**src/rtl/ctl_pin_pkg.sv**
```systemverilog
`timescale 1ns/1ps
package ctl_pin_pkg;
  localparam int CODE_W = 4;

  typedef enum logic [CODE_W-1:0] {
    FN_TXDEN    = 4'd0,
    FN_PWREN_N  = 4'd1,
    FN_TXLED_N  = 4'd2,
    FN_RXLED_N  = 4'd3,
    FN_TRXLED_N = 4'd4,
    FN_SLEEP_N  = 4'd5,
    FN_CLK48    = 4'd6,
    FN_CLK24    = 4'd7,
    FN_CLK12    = 4'd8,
    FN_CLK6     = 4'd9,
    FN_GPIO     = 4'd10,
    FN_WRSTB    = 4'd11,
    FN_RDSTB    = 4'd12
  } pin_fn_e;

  // Signals shared by every pin slot, already combined with suspend.
  typedef struct packed {
    logic txden;
    logic pwren_n;
    logic sleep_n;
    logic txled_n;
    logic rxled_n;
    logic trxled_n;
    logic clk24;
    logic clk12;
    logic clk6;
    logic wr_n;
    logic rd_n;
  } pin_src_t;

  // full_pin: the pin can carry GPIO and strobe functions.
  function automatic logic fn_legal(input logic [CODE_W-1:0] code, input logic full_pin);
    return (code <= 4'd9) || (full_pin && (code <= 4'd12));
  endfunction

  function automatic logic [CODE_W-1:0] default_code(input int pin);
    case (pin)
      0:       return FN_TXLED_N;
      1:       return FN_RXLED_N;
      2, 3:    return FN_PWREN_N;
      default: return FN_SLEEP_N;
    endcase
  endfunction
endpackage

```
**src/rtl/cpm_cfg.sv**
```systemverilog
`timescale 1ns/1ps
module cpm_cfg
  import ctl_pin_pkg::*;
#(
  parameter int NUM_PINS = 5,
  localparam int IDX_W = (NUM_PINS > 1) ? $clog2(NUM_PINS) : 1
) (
  input  logic                             clk,
  input  logic                             rst,
  input  logic                             we,
  input  logic [IDX_W-1:0]                 idx,
  input  logic [CODE_W-1:0]                code,
  output logic [NUM_PINS-1:0][CODE_W-1:0]  codes
);
  for (genvar i = 0; i < NUM_PINS; i++) begin : g_reg
    always_ff @(posedge clk) begin
      if (rst)
        codes[i] <= default_code(i);
      else if (we && (int'(idx) == i))
        codes[i] <= code;
    end
  end

  AST_CFG_IGNORE: assert property (@(posedge clk) disable iff (rst)
    (we && (int'(idx) >= NUM_PINS)) |=> $stable(codes));
endmodule

```
**src/rtl/cpm_clkdiv.sv**
```systemverilog
`timescale 1ns/1ps
module cpm_clkdiv #(
  parameter int STAGES = 3
) (
  input  logic              clk,
  input  logic              rst,
  output logic [STAGES-1:0] div
);
  logic [STAGES-1:0] cnt;

  always_ff @(posedge clk) begin
    if (rst) cnt <= '0;
    else     cnt <= cnt + 1'b1;
  end

  assign div = cnt;

  AST_DIV_TOGGLE: assert property (@(posedge clk) disable iff (rst)
    1'b1 |=> (div[0] != $past(div[0])));
endmodule

```
**src/rtl/cpm_stretch.sv**
```systemverilog
`timescale 1ns/1ps
module cpm_stretch #(
  parameter int HOLD = 8,
  localparam int W = $clog2(HOLD + 1)
) (
  input  logic clk,
  input  logic rst,
  input  logic ev,
  output logic active
);
  logic [W-1:0] cnt;

  always_ff @(posedge clk) begin
    if (rst)
      cnt <= '0;
    else if (ev)
      cnt <= W'(HOLD);
    else if (cnt != '0)
      cnt <= cnt - 1'b1;
  end

  assign active = (cnt != '0);

  AST_STRETCH_LOAD: assert property (@(posedge clk) disable iff (rst)
    ev |=> active);
endmodule

```
**src/rtl/cpm_pin_slot.sv**
```systemverilog
`timescale 1ns/1ps
module cpm_pin_slot
  import ctl_pin_pkg::*;
#(
  parameter bit FULL = 1'b1
) (
  input  logic              clk,
  input  logic              rst,
  input  logic [CODE_W-1:0] code,
  input  pin_src_t          src,
  input  logic              suspend,
  input  logic              gpio_o,
  input  logic              gpio_oe,
  output logic              pin_o,
  output logic              pin_oe
);
  logic o_nxt, oe_nxt, o_q, oe_q, c48_q;

  always_comb begin
    o_nxt  = 1'b1;
    oe_nxt = 1'b1;
    if (!fn_legal(code, FULL)) begin
      oe_nxt = 1'b0;
    end else begin
      unique case (pin_fn_e'(code))
        FN_TXDEN:    o_nxt = src.txden;
        FN_PWREN_N:  o_nxt = src.pwren_n;
        FN_TXLED_N:  o_nxt = src.txled_n;
        FN_RXLED_N:  o_nxt = src.rxled_n;
        FN_TRXLED_N: o_nxt = src.trxled_n;
        FN_SLEEP_N:  o_nxt = src.sleep_n;
        FN_CLK48:    o_nxt = 1'b0;
        FN_CLK24:    o_nxt = src.clk24;
        FN_CLK12:    o_nxt = src.clk12;
        FN_CLK6:     o_nxt = src.clk6;
        FN_GPIO: begin
          o_nxt  = gpio_o;
          oe_nxt = gpio_oe;
        end
        FN_WRSTB:    o_nxt = src.wr_n;
        FN_RDSTB:    o_nxt = src.rd_n;
        default:     oe_nxt = 1'b0;
      endcase
    end
  end

  always_ff @(posedge clk) begin
    if (rst) begin
      o_q   <= 1'b1;
      oe_q  <= 1'b0;
      c48_q <= 1'b0;
    end else begin
      o_q   <= o_nxt;
      oe_q  <= oe_nxt;
      c48_q <= (code == FN_CLK48) && !suspend;
    end
  end

  // The full-rate clock cannot pass through a register; it is gated by a registered select.
  assign pin_o  = c48_q ? clk : o_q;
  assign pin_oe = oe_q;

  AST_ILLEGAL_HIZ: assert property (@(posedge clk) disable iff (rst)
    !fn_legal(code, FULL) |=> !pin_oe);
endmodule

```
**src/rtl/ctl_pin_mux.sv**
```systemverilog
`timescale 1ns/1ps
module ctl_pin_mux
  import ctl_pin_pkg::*;
#(
  parameter int STRETCH_CYC = 8,
  parameter int NUM_PINS    = 5,
  localparam int GPIO_PINS  = NUM_PINS - 1,
  localparam int IDX_W      = $clog2(NUM_PINS),
  localparam int NUM_LED    = 3,
  localparam int DIV_STAGES = 3
) (
  input  logic                 clk,
  input  logic                 rst,
  input  logic                 cfg_we,
  input  logic [IDX_W-1:0]     cfg_idx,
  input  logic [CODE_W-1:0]    cfg_code,
  input  logic                 usb_cfgd,
  input  logic                 suspend,
  input  logic                 tx_act,
  input  logic                 rx_act,
  input  logic                 txden_req,
  input  logic                 bb_wr_n,
  input  logic                 bb_rd_n,
  input  logic [GPIO_PINS-1:0] gpio_out,
  input  logic [GPIO_PINS-1:0] gpio_oe,
  input  logic [GPIO_PINS-1:0] gpio_pin_i,
  output logic [NUM_PINS-1:0]  pin_o,
  output logic [NUM_PINS-1:0]  pin_oe,
  output logic [GPIO_PINS-1:0] gpio_rd
);
  logic [NUM_PINS-1:0][CODE_W-1:0] codes;
  logic [DIV_STAGES-1:0]           div;
  logic [NUM_LED-1:0]              led_ev, led_act;
  pin_src_t                        src;
  logic [GPIO_PINS-1:0]            sync1, sync2;

  cpm_cfg #(.NUM_PINS(NUM_PINS)) u_cfg (
    .clk(clk), .rst(rst), .we(cfg_we), .idx(cfg_idx), .code(cfg_code), .codes(codes)
  );

  cpm_clkdiv #(.STAGES(DIV_STAGES)) u_div (.clk(clk), .rst(rst), .div(div));

  // Event sources: 0 = transmit, 1 = receive, 2 = either.
  assign led_ev = {tx_act | rx_act, rx_act, tx_act};

  for (genvar k = 0; k < NUM_LED; k++) begin : g_led
    cpm_stretch #(.HOLD(STRETCH_CYC)) u_st (
      .clk(clk), .rst(rst), .ev(led_ev[k]), .active(led_act[k])
    );
  end

  always_comb begin
    src.txden    = txden_req;
    src.pwren_n  = !(usb_cfgd && !suspend);
    src.sleep_n  = !suspend;
    src.txled_n  = !(led_act[0] && !suspend);
    src.rxled_n  = !(led_act[1] && !suspend);
    src.trxled_n = !(led_act[2] && !suspend);
    src.clk24    = div[0] && !suspend;
    src.clk12    = div[1] && !suspend;
    src.clk6     = div[2] && !suspend;
    src.wr_n     = bb_wr_n;
    src.rd_n     = bb_rd_n;
  end

  for (genvar i = 0; i < NUM_PINS; i++) begin : g_pin
    logic go, goe;
    if (i < GPIO_PINS) begin : g_io
      assign go  = gpio_out[i];
      assign goe = gpio_oe[i];
    end else begin : g_noio
      assign go  = 1'b0;
      assign goe = 1'b0;
    end

    cpm_pin_slot #(.FULL(i < GPIO_PINS)) u_slot (
      .clk(clk), .rst(rst), .code(codes[i]), .src(src), .suspend(suspend),
      .gpio_o(go), .gpio_oe(goe), .pin_o(pin_o[i]), .pin_oe(pin_oe[i])
    );

    AST_PWREN_SUSP: assert property (@(posedge clk) disable iff (rst)
      (codes[i] == FN_PWREN_N && suspend) |=> pin_o[i]);
    AST_SLEEP_SUSP: assert property (@(posedge clk) disable iff (rst)
      (codes[i] == FN_SLEEP_N && suspend) |=> !pin_o[i]);
  end

  always_ff @(posedge clk) begin
    if (rst) begin
      sync1 <= '0;
      sync2 <= '0;
    end else begin
      sync1 <= gpio_pin_i;
      sync2 <= sync1;
    end
  end
  assign gpio_rd = sync2;

  AST_GPIO_SYNC: assert property (@(posedge clk) disable iff (rst)
    $past(!rst) |=> (gpio_rd == $past(gpio_pin_i, 2)));
endmodule

```
**config.mk**
```make
export PLATFORM = sky130hd
export DESIGN_NAME = ctl_pin_mux
export DESIGN_NICKNAME = d
export VERILOG_FILES = /design/src/rtl/ctl_pin_pkg.sv /design/src/rtl/cpm_cfg.sv /design/src/rtl/cpm_clkdiv.sv /design/src/rtl/cpm_stretch.sv /design/src/rtl/cpm_pin_slot.sv /design/src/rtl/ctl_pin_mux.sv
export SDC_FILE = /design/constraint.sdc
export NUM_CORES = 1
export LEC_CHECK = 0
export BUFFER_PORTS_ARGS = -buffer_cell sky130_fd_sc_hd__buf_4
export CORE_MARGIN = 3
export CORE_UTILIZATION = 52
export CTS_CLUSTER_SIZE = 30
export DETAILED_ROUTE_END_ITERATION = 10
export PLACE_DENSITY = 0.84
export REMOVE_ABC_BUFFERS = 1
export SLEW_MARGIN = 0
export SYNTH_ARGS = -nofsm -noshare
export SYNTH_HDL_FRONTEND = slang
export SYNTH_SLANG_ARGS = --single-unit
```
**constraint.sdc**
```tcl
create_clock -name clk -period 1.6 [get_ports clk]
set_input_delay 0.4 -clock clk [delete_from_list [all_inputs] [get_ports clk]]
set_output_delay 0.4 -clock clk [all_outputs]
set_load 0.02 [all_outputs]
```
==> flow_summary.json, run 1 <==
{
  "status": "complete, but fails checks",
  "violations": "setup timing",
  "endpoint_kind": "output pin",
  "synth.top_cell.area_share_pct": 38.1,
  "grt.total_usage_pct": 23.7,
  "antenna_found_initial": 0,
  "slew_viol_final": 0,
  "tns_ns": -1.01,
  "core-area_sq_um": 5610,
  "cts_tree": "done",
  "synthCells": 350,
  "grt_overflow": 0,
  "via_per_inst": 5.69,
  "fin_nets": 432,
  "fin_skew_ns": 0.00667,
  "chipWidth_um": 82.6,
  "syn_area_per_cell_sq_um": 8.72,
  "setup_viol": 5,
  "max_cap_violations": 0,
  "grt_pass1_wl_um": 12100,
  "finalHoldViolCount": 0,
  "holdBufCountCts": 0,
  "peakVddDrop_v": 0.000563,
  "area_growth_pct": 24.8,
  "grt_max_degree": 18,
  "clk_pin_slew_ns": 0.06,
  "crit_fanout": 3,
  "diodes": 0,
  "ys_ff_latch": 58,
  "crit_top_cell": "buf_8",
  "crit_type": "clk -> out",
  "clock_latency_ns": 0.44,
  "yosys_warnings": 0,
  "grt_pass1_vias": 2646,
  "cpMaxStageDelayCell": "mux2_4",
  "nFillCells": 468,
  "syn-cell-area_sq_um": 3050,
  "pre_cts_slack_ns": -0.0396,
  "dieArea_sq_um": 6820,
  "drc": 0,
  "dpl.hpwl_um": 5160,
  "worst_slack_ns": -0.205,
  "synthArstFlopShare_pct": 0,
  "synth_ff_type": "dfxtp_1",
  "synth-seq-area-share_pct": 38.1,
  "utilization_pct": 67.9,
  "drive_above_1_share_pct": 29.9,
  "drt_iter0_drc": 258,
  "crit_required_ns": 1.20,
  "pin_count": 43,
  "die_h_um": 82.6,
  "yosys-top-cells-area": "dfxtp_1, mux2i_1, nor2_1",
  "power.leakage_nw": 1.53,
  "slowest_delay_ns": 0.26,
  "synth-edff-count": 0,
  "power_density_nw_per_um2": 1010,
  "whs_ns": 0.167,
  "avgRoutedWirePerCell_um": 15.6,
  "portBuffers": 42,
  "synth.distinct_cells": 61,
  "worst_pin_slew_ns": 0.452,
  "globalplace.congestion": 0.862,
  "arrival_ns": 1.41,
  "hp-class": "in -> reg",
  "rows": 27,
  "drt_first_pass_iters": 4,
  "postRouteAntennaNets": 0,
  "worstPathCellList": "buf_8 -> buf_8 -> mux2_4 -> buf_6",
  "finalWirelength_um": 7370,
  "yosys.area.top_type": "dfxtp_1",
  "vias": 2695,
  "critPathLaunchType": "clock port",
  "slew-limit-headroom_pct": 69.7,
  "start_util_pct": 54.4,
  "rsz0062_at_grt": "true"
}
layout by cell type (no fill, tap or decap), types with 7 or more instances in the layout:
master / count
inv_1: 10
dfxtp_1: 51
nor3b_1: 9
o21ai_0: 11
nand2_1: 14
buf_4: 57
buf_6: 7
nor2b_1: 11
xnor2_1: 7
mux2i_1: 16
clkbuf_8: 11
nor2_1: 42
nor3_1: 13
a21oi_1: 12
dfxtp_2: 7
repair_timing:
action,CTS,global route
buffers inserted,2,2
pin swaps,2,10
setup endpoints to repair,8,10
gates resized for setup,17,29
logic make-up (layout without fill, tap and decap cells):
logic type | Yosys count | after routing | synth area share, %
XOR/XNOR | 7 | 7 | 2.01
adder cells (fa/ha/maj) | 7 | 7 | 2.87
buffers and inverters | 50 | 102 | 8.12
AND/OR/NAND/NOR | 136 | 136 | 25.9
flip-flops | 58 | 58 | 38.1
AO/OA/AOI/OAI | 71 | 71 | 16.0
multiplexers | 21 | 21 | 7.10
where the power goes:
group	leakage, nW	internal, W	switching (W)	total [W]
clock	0.183	0.000901	0.000682	0.00158
sequential	0.479	0.00152	0.0000676	0.00159
combinational	0.865	0.000350	0.000327	0.000677
layer usage:
| metal | wire length [um] | vias to the layer above | GRT usage (%) |
|---|---|---|---|
| met5 | 0 | - | 0 |
| met4 | 236 | 0 | 17.2 |
| met3 | 533 | 24 | 5.42 |
| met2 | 3590 | 109 | 37.4 |
| met1 | 3010 | 1239 | 28.2 |
| li1 | - | 1323 | - |
cell type report:
class	count	area [sq um]	area share [%]
flip-flops and latches	58	1170	30.7
repair buffers	60	470	12.4
clock inverters	3	15.0	0.394
inverters	16	60.1	1.58
well taps	72	90.1	2.37
clock buffers	23	268	7.03
multi-input cells	242	1730	45.5
final timing paths:
path	end	depth (start not counted)	from	slack [ns]
max	pin_o[2]	4	clk	-0.21
max reg2reg	g_pin[4].u_slot.o_q	7	g_led[0].u_st.cnt[0]	0.06
min reg2reg	gpio_rd[2]	1	sync1[2]	0.44
min	sync1[3]	2	gpio_pin_i[3]	0.17
stage by stage:
stage	total power, W	instances	cell area, sq um
2_1_floorplan	0.00196	316	2860
3_3_place_gp	0.00221	449	3420
3_5_place_dp	0.00224	449	3420
4_1_cts	0.00377	472	3700
5_1_grt	0.00403	474	3810
6_report	0.00385	474	3810
sequential cells by signal, summed over array words and instances, names as in the netlist:
name,cells
g_led.u_st.cnt,12
g_pin.u_slot.c48_q,5
g_pin.u_slot.o_q,5
g_pin.u_slot.pin_oe,5
gpio_rd,4
sync1,4
u_cfg.codes,20
u_div.div,3
Yosys cell counts, types with 4 or more instances:
cell type	number
ha_1	7
nand3_1	4
and2_1	5
nand3b_1	4
o21ai_0	17
buf_4	13
o2111ai_1	4
a211oi_1	4
clkbuf_1	15
nand2b_1	5
nor2b_1	11
nor3_1	13
a21oi_1	12
mux2_2	5
o211ai_1	4
nor3b_1	9
inv_1	15
xnor2_1	7
dfxtp_1	58
mux2i_1	16
a31oi_1	5
nor4bb_1	4
nor2_1	42
or3_1	4
nand2_1	14
critical path, delay by kind of cell:
| family | cells | cell delay (ns) |
|---|---|---|
| multiplexers | 1 | 0.26 |
| buffers and inverters | 3 | 0.34 |
No activity file was read; power rests on OpenSTA's default activity.
==> inputs of run 2 (changes only) <==
Settings changed: ABC_AREA set to 1.
==> flow_summary.json, run 2 <==
{
  "yosys-top-cells-area": "dfxtp_1, nand2_1, nor2_1",
  "cpMaxStageDelayCell": "mux2_4",
  "synth.top_cell.area_share_pct": 37.0,
  "worstPathCellList": "buf_8 -> buf_8 -> mux2_4 -> buf_6",
  "p_int_w": 0.00285,
  "slew-limit-headroom_pct": 72.0,
  "largest_reg_flops": 20,
  "rsz0062_at_grt": "true",
  "synth_ff_type": "dfxtp_1",
  "multi_input_area_sq_um": 1630,
  "max_cap_violations": 0,
  "hp-class": "in -> reg",
  "drt_first_pass_iters": 5,
  "critPathTopFamily": "buffers and inverters",
  "core-area_sq_um": 5680,
  "synth-seq-area-share_pct": 37.0,
  "worst_slack_ns": -0.210,
  "postRouteAntennaNets": 0,
  "drt_iter0_drc": 330,
  "switchingPower_w": 0.00116,
  "synth.distinct_cells": 32,
  "synth-edff-count": 0,
  "arrival_ns": 1.41,
  "drc": 0,
  "synthArstFlopShare_pct": 0,
  "grt_overflow": 0,
  "utilization_pct": 66.1,
  "avgRoutedWirePerCell_um": 13.6,
  "regMostFlops": "u_cfg.codes",
  "pre_cts_slack_ns": 0.00750,
  "dpl.hpwl_um": 5370,
  "portBuffers": 42,
  "crit_required_ns": 1.20,
  "drive_above_1_share_pct": 23.1,
  "p_clk_share_pct": 46.7,
  "vias": 3051,
  "yosysMostFrequentCell": "nand2_1",
  "endpoint_kind": "output pin",
  "worst_pin_slew_ns": 0.419,
  "yosys_warnings": 0,
  "violations": "setup timing",
  "cts_tree": "done",
  "fin_skew_ns": 0.00977,
  "diodes": 0,
  "p_comb_share_pct": 13.5,
  "status": "complete, but fails checks",
  "chipWidth_um": 83.7,
  "whs_ns": 0.149,
  "crit_top_cell": "buf_8",
  "die_h_um": 83.7,
  "layout_common_cells": "nand2_1, nor2_1, dfxtp_1",
  "final_common_cell": "nand2_1",
  "antenna_found_initial": 0,
  "start_util_pct": 55.4,
  "globalplace.congestion": 0.895,
  "finalWirelength_um": 7730,
  "total_power_w": 0.00401,
  "grt_pass1_vias": 2832,
  "syn_area_per_cell_sq_um": 7.00,
  "nFillCells": 472,
  "ys_ff_latch": 58,
  "finalHoldViolCount": 0,
  "path_buf_inv": 3,
  "area_growth_pct": 19.4,
  "power.leakage_nw": 1.78,
  "regArea_sq_um": 1160,
  "grt.total_usage_pct": 23.3,
  "sw_frac_of_total_pct": 28.9,
  "setup_viol": 5,
  "grt_pass1_wl_um": 12900,
  "seqPwrFrac_pct": 39.7,
  "dieArea_sq_um": 7010,
  "synthCells": 449,
  "crit_type": "clk -> out",
  "grt_max_degree": 20,
  "rows": 27,
  "ys_top_cells_by_count": "nand2_1, nor2_1, dfxtp_1, inv_1, nand3_1",
  "slowest_delay_ns": 0.26,
  "top_regs": "u_cfg.codes (20), g_led.u_st.cnt (12)",
  "clock_latency_ns": 0.46,
  "pin_count": 43,
  "clk_pin_slew_ns": 0.07,
  "holdBufCountCts": 0,
  "critPathLaunchType": "clock port",
  "slew_viol_final": 0,
  "fin_nets": 528,
  "power_density_nw_per_um2": 1070,
  "via_per_inst": 5.35,
  "yosys.area.top_type": "dfxtp_1",
  "syn-cell-area_sq_um": 3140,
  "tns_ns": -1.03,
  "peakVddDrop_v": 0.000598,
  "crit_fanout": 3
}
## run 2: changes by cell type after synthesis, sizes merged, moves of 7 or more
cell	before	now
clkbuf	15	0
nor2b	11	0
nand4	3	10
a21oi	12	26
inv	15	66
nor2	42	79
mux2i	16	0
nand3	4	32
nor3b	12	0
nand2	14	88
o21ai	18	25
## run 2: power by group through the flow
| stage | sequential [W] | combinational [W] | clock (W) |
|---|---|---|---|
| floorplan | 0.00162 | 0.000328 | 0.0000348 |
| global placement | 0.00162 | 0.000519 | 0.0000542 |
| detailed placement | 0.00162 | 0.000531 | 0.0000542 |
| CTS | 0.00159 | 0.000538 | 0.00184 |
| global route | 0.00160 | 0.000610 | 0.00196 |
| finish | 0.00159 | 0.000543 | 0.00187 |
## run 2: cell type report
cell class	instances	share of cell area (%)
clock inverters	4	1.33
well taps	72	2.40
flip-flops and latches	58	31.0
multi-input cells	308	43.4
repair buffers	40	8.01
clock buffers	22	7.31
inverters	66	6.61
## run 2: path summary, 6_finish.rpt
check / startpoint / to / slack (ns) / cells after the start
setup reg to reg: g_led[0].u_st.cnt[0] / g_pin[2].u_slot.o_q / 0.18 / 8
hold / removal: gpio_pin_i[2] / sync1[2] / 0.15 / 3
hold reg to reg: sync1[2] / gpio_rd[2] / 0.40 / 2
setup / recovery: clk / pin_o[4] / -0.21 / 4
## run 2: stage by stage
| stage | area [sq um] | instances |
|---|---|---|
| 5_1_grt | 3750 | 570 |
| 2_1_floorplan | 3020 | 432 |
| 3_3_place_gp | 3440 | 549 |
| 6_report | 3750 | 570 |
| 4_1_cts | 3750 | 570 |
| 3_5_place_dp | 3440 | 549 |
## run 2: tightest hold or removal path: stages
cell	delay [ns]
buf_4	0.07
inv_1	0.03
nor2_1	0.06
## run 2: cell families (layout without fill, tap and decap cells)
family	Yosys count	count (layout)	synth area share (%)
simple gates	227	227	33.9
compound gates	65	65	11.6
flops	58	58	37.0
fa+ha+maj	7	7	2.79
xor+xnor	4	4	1.12
buf+inv	83	132	11.9
mux	5	5	1.79
## run 2: per-layer routing
| metal | track usage [%] | vias up | part of all wire (%) |
|---|---|---|---|
| met3 | 6.22 | 27 | 9.2 |
| met1 | 28.5 | 1335 | 42 |
| met4 | 12.9 | 0 | 2.7 |
| li1 | - | 1527 | - |
| met2 | 36.9 | 162 | 46 |
| met5 | 0 | - | 0 |
## run 2: what timing repair did
item / CTS / global route
resized for setup: 10 / 3
setup endpoints to repair: 5 / 5
hold endpoints to repair: 0 / 0
buffers inserted: 0 / 0
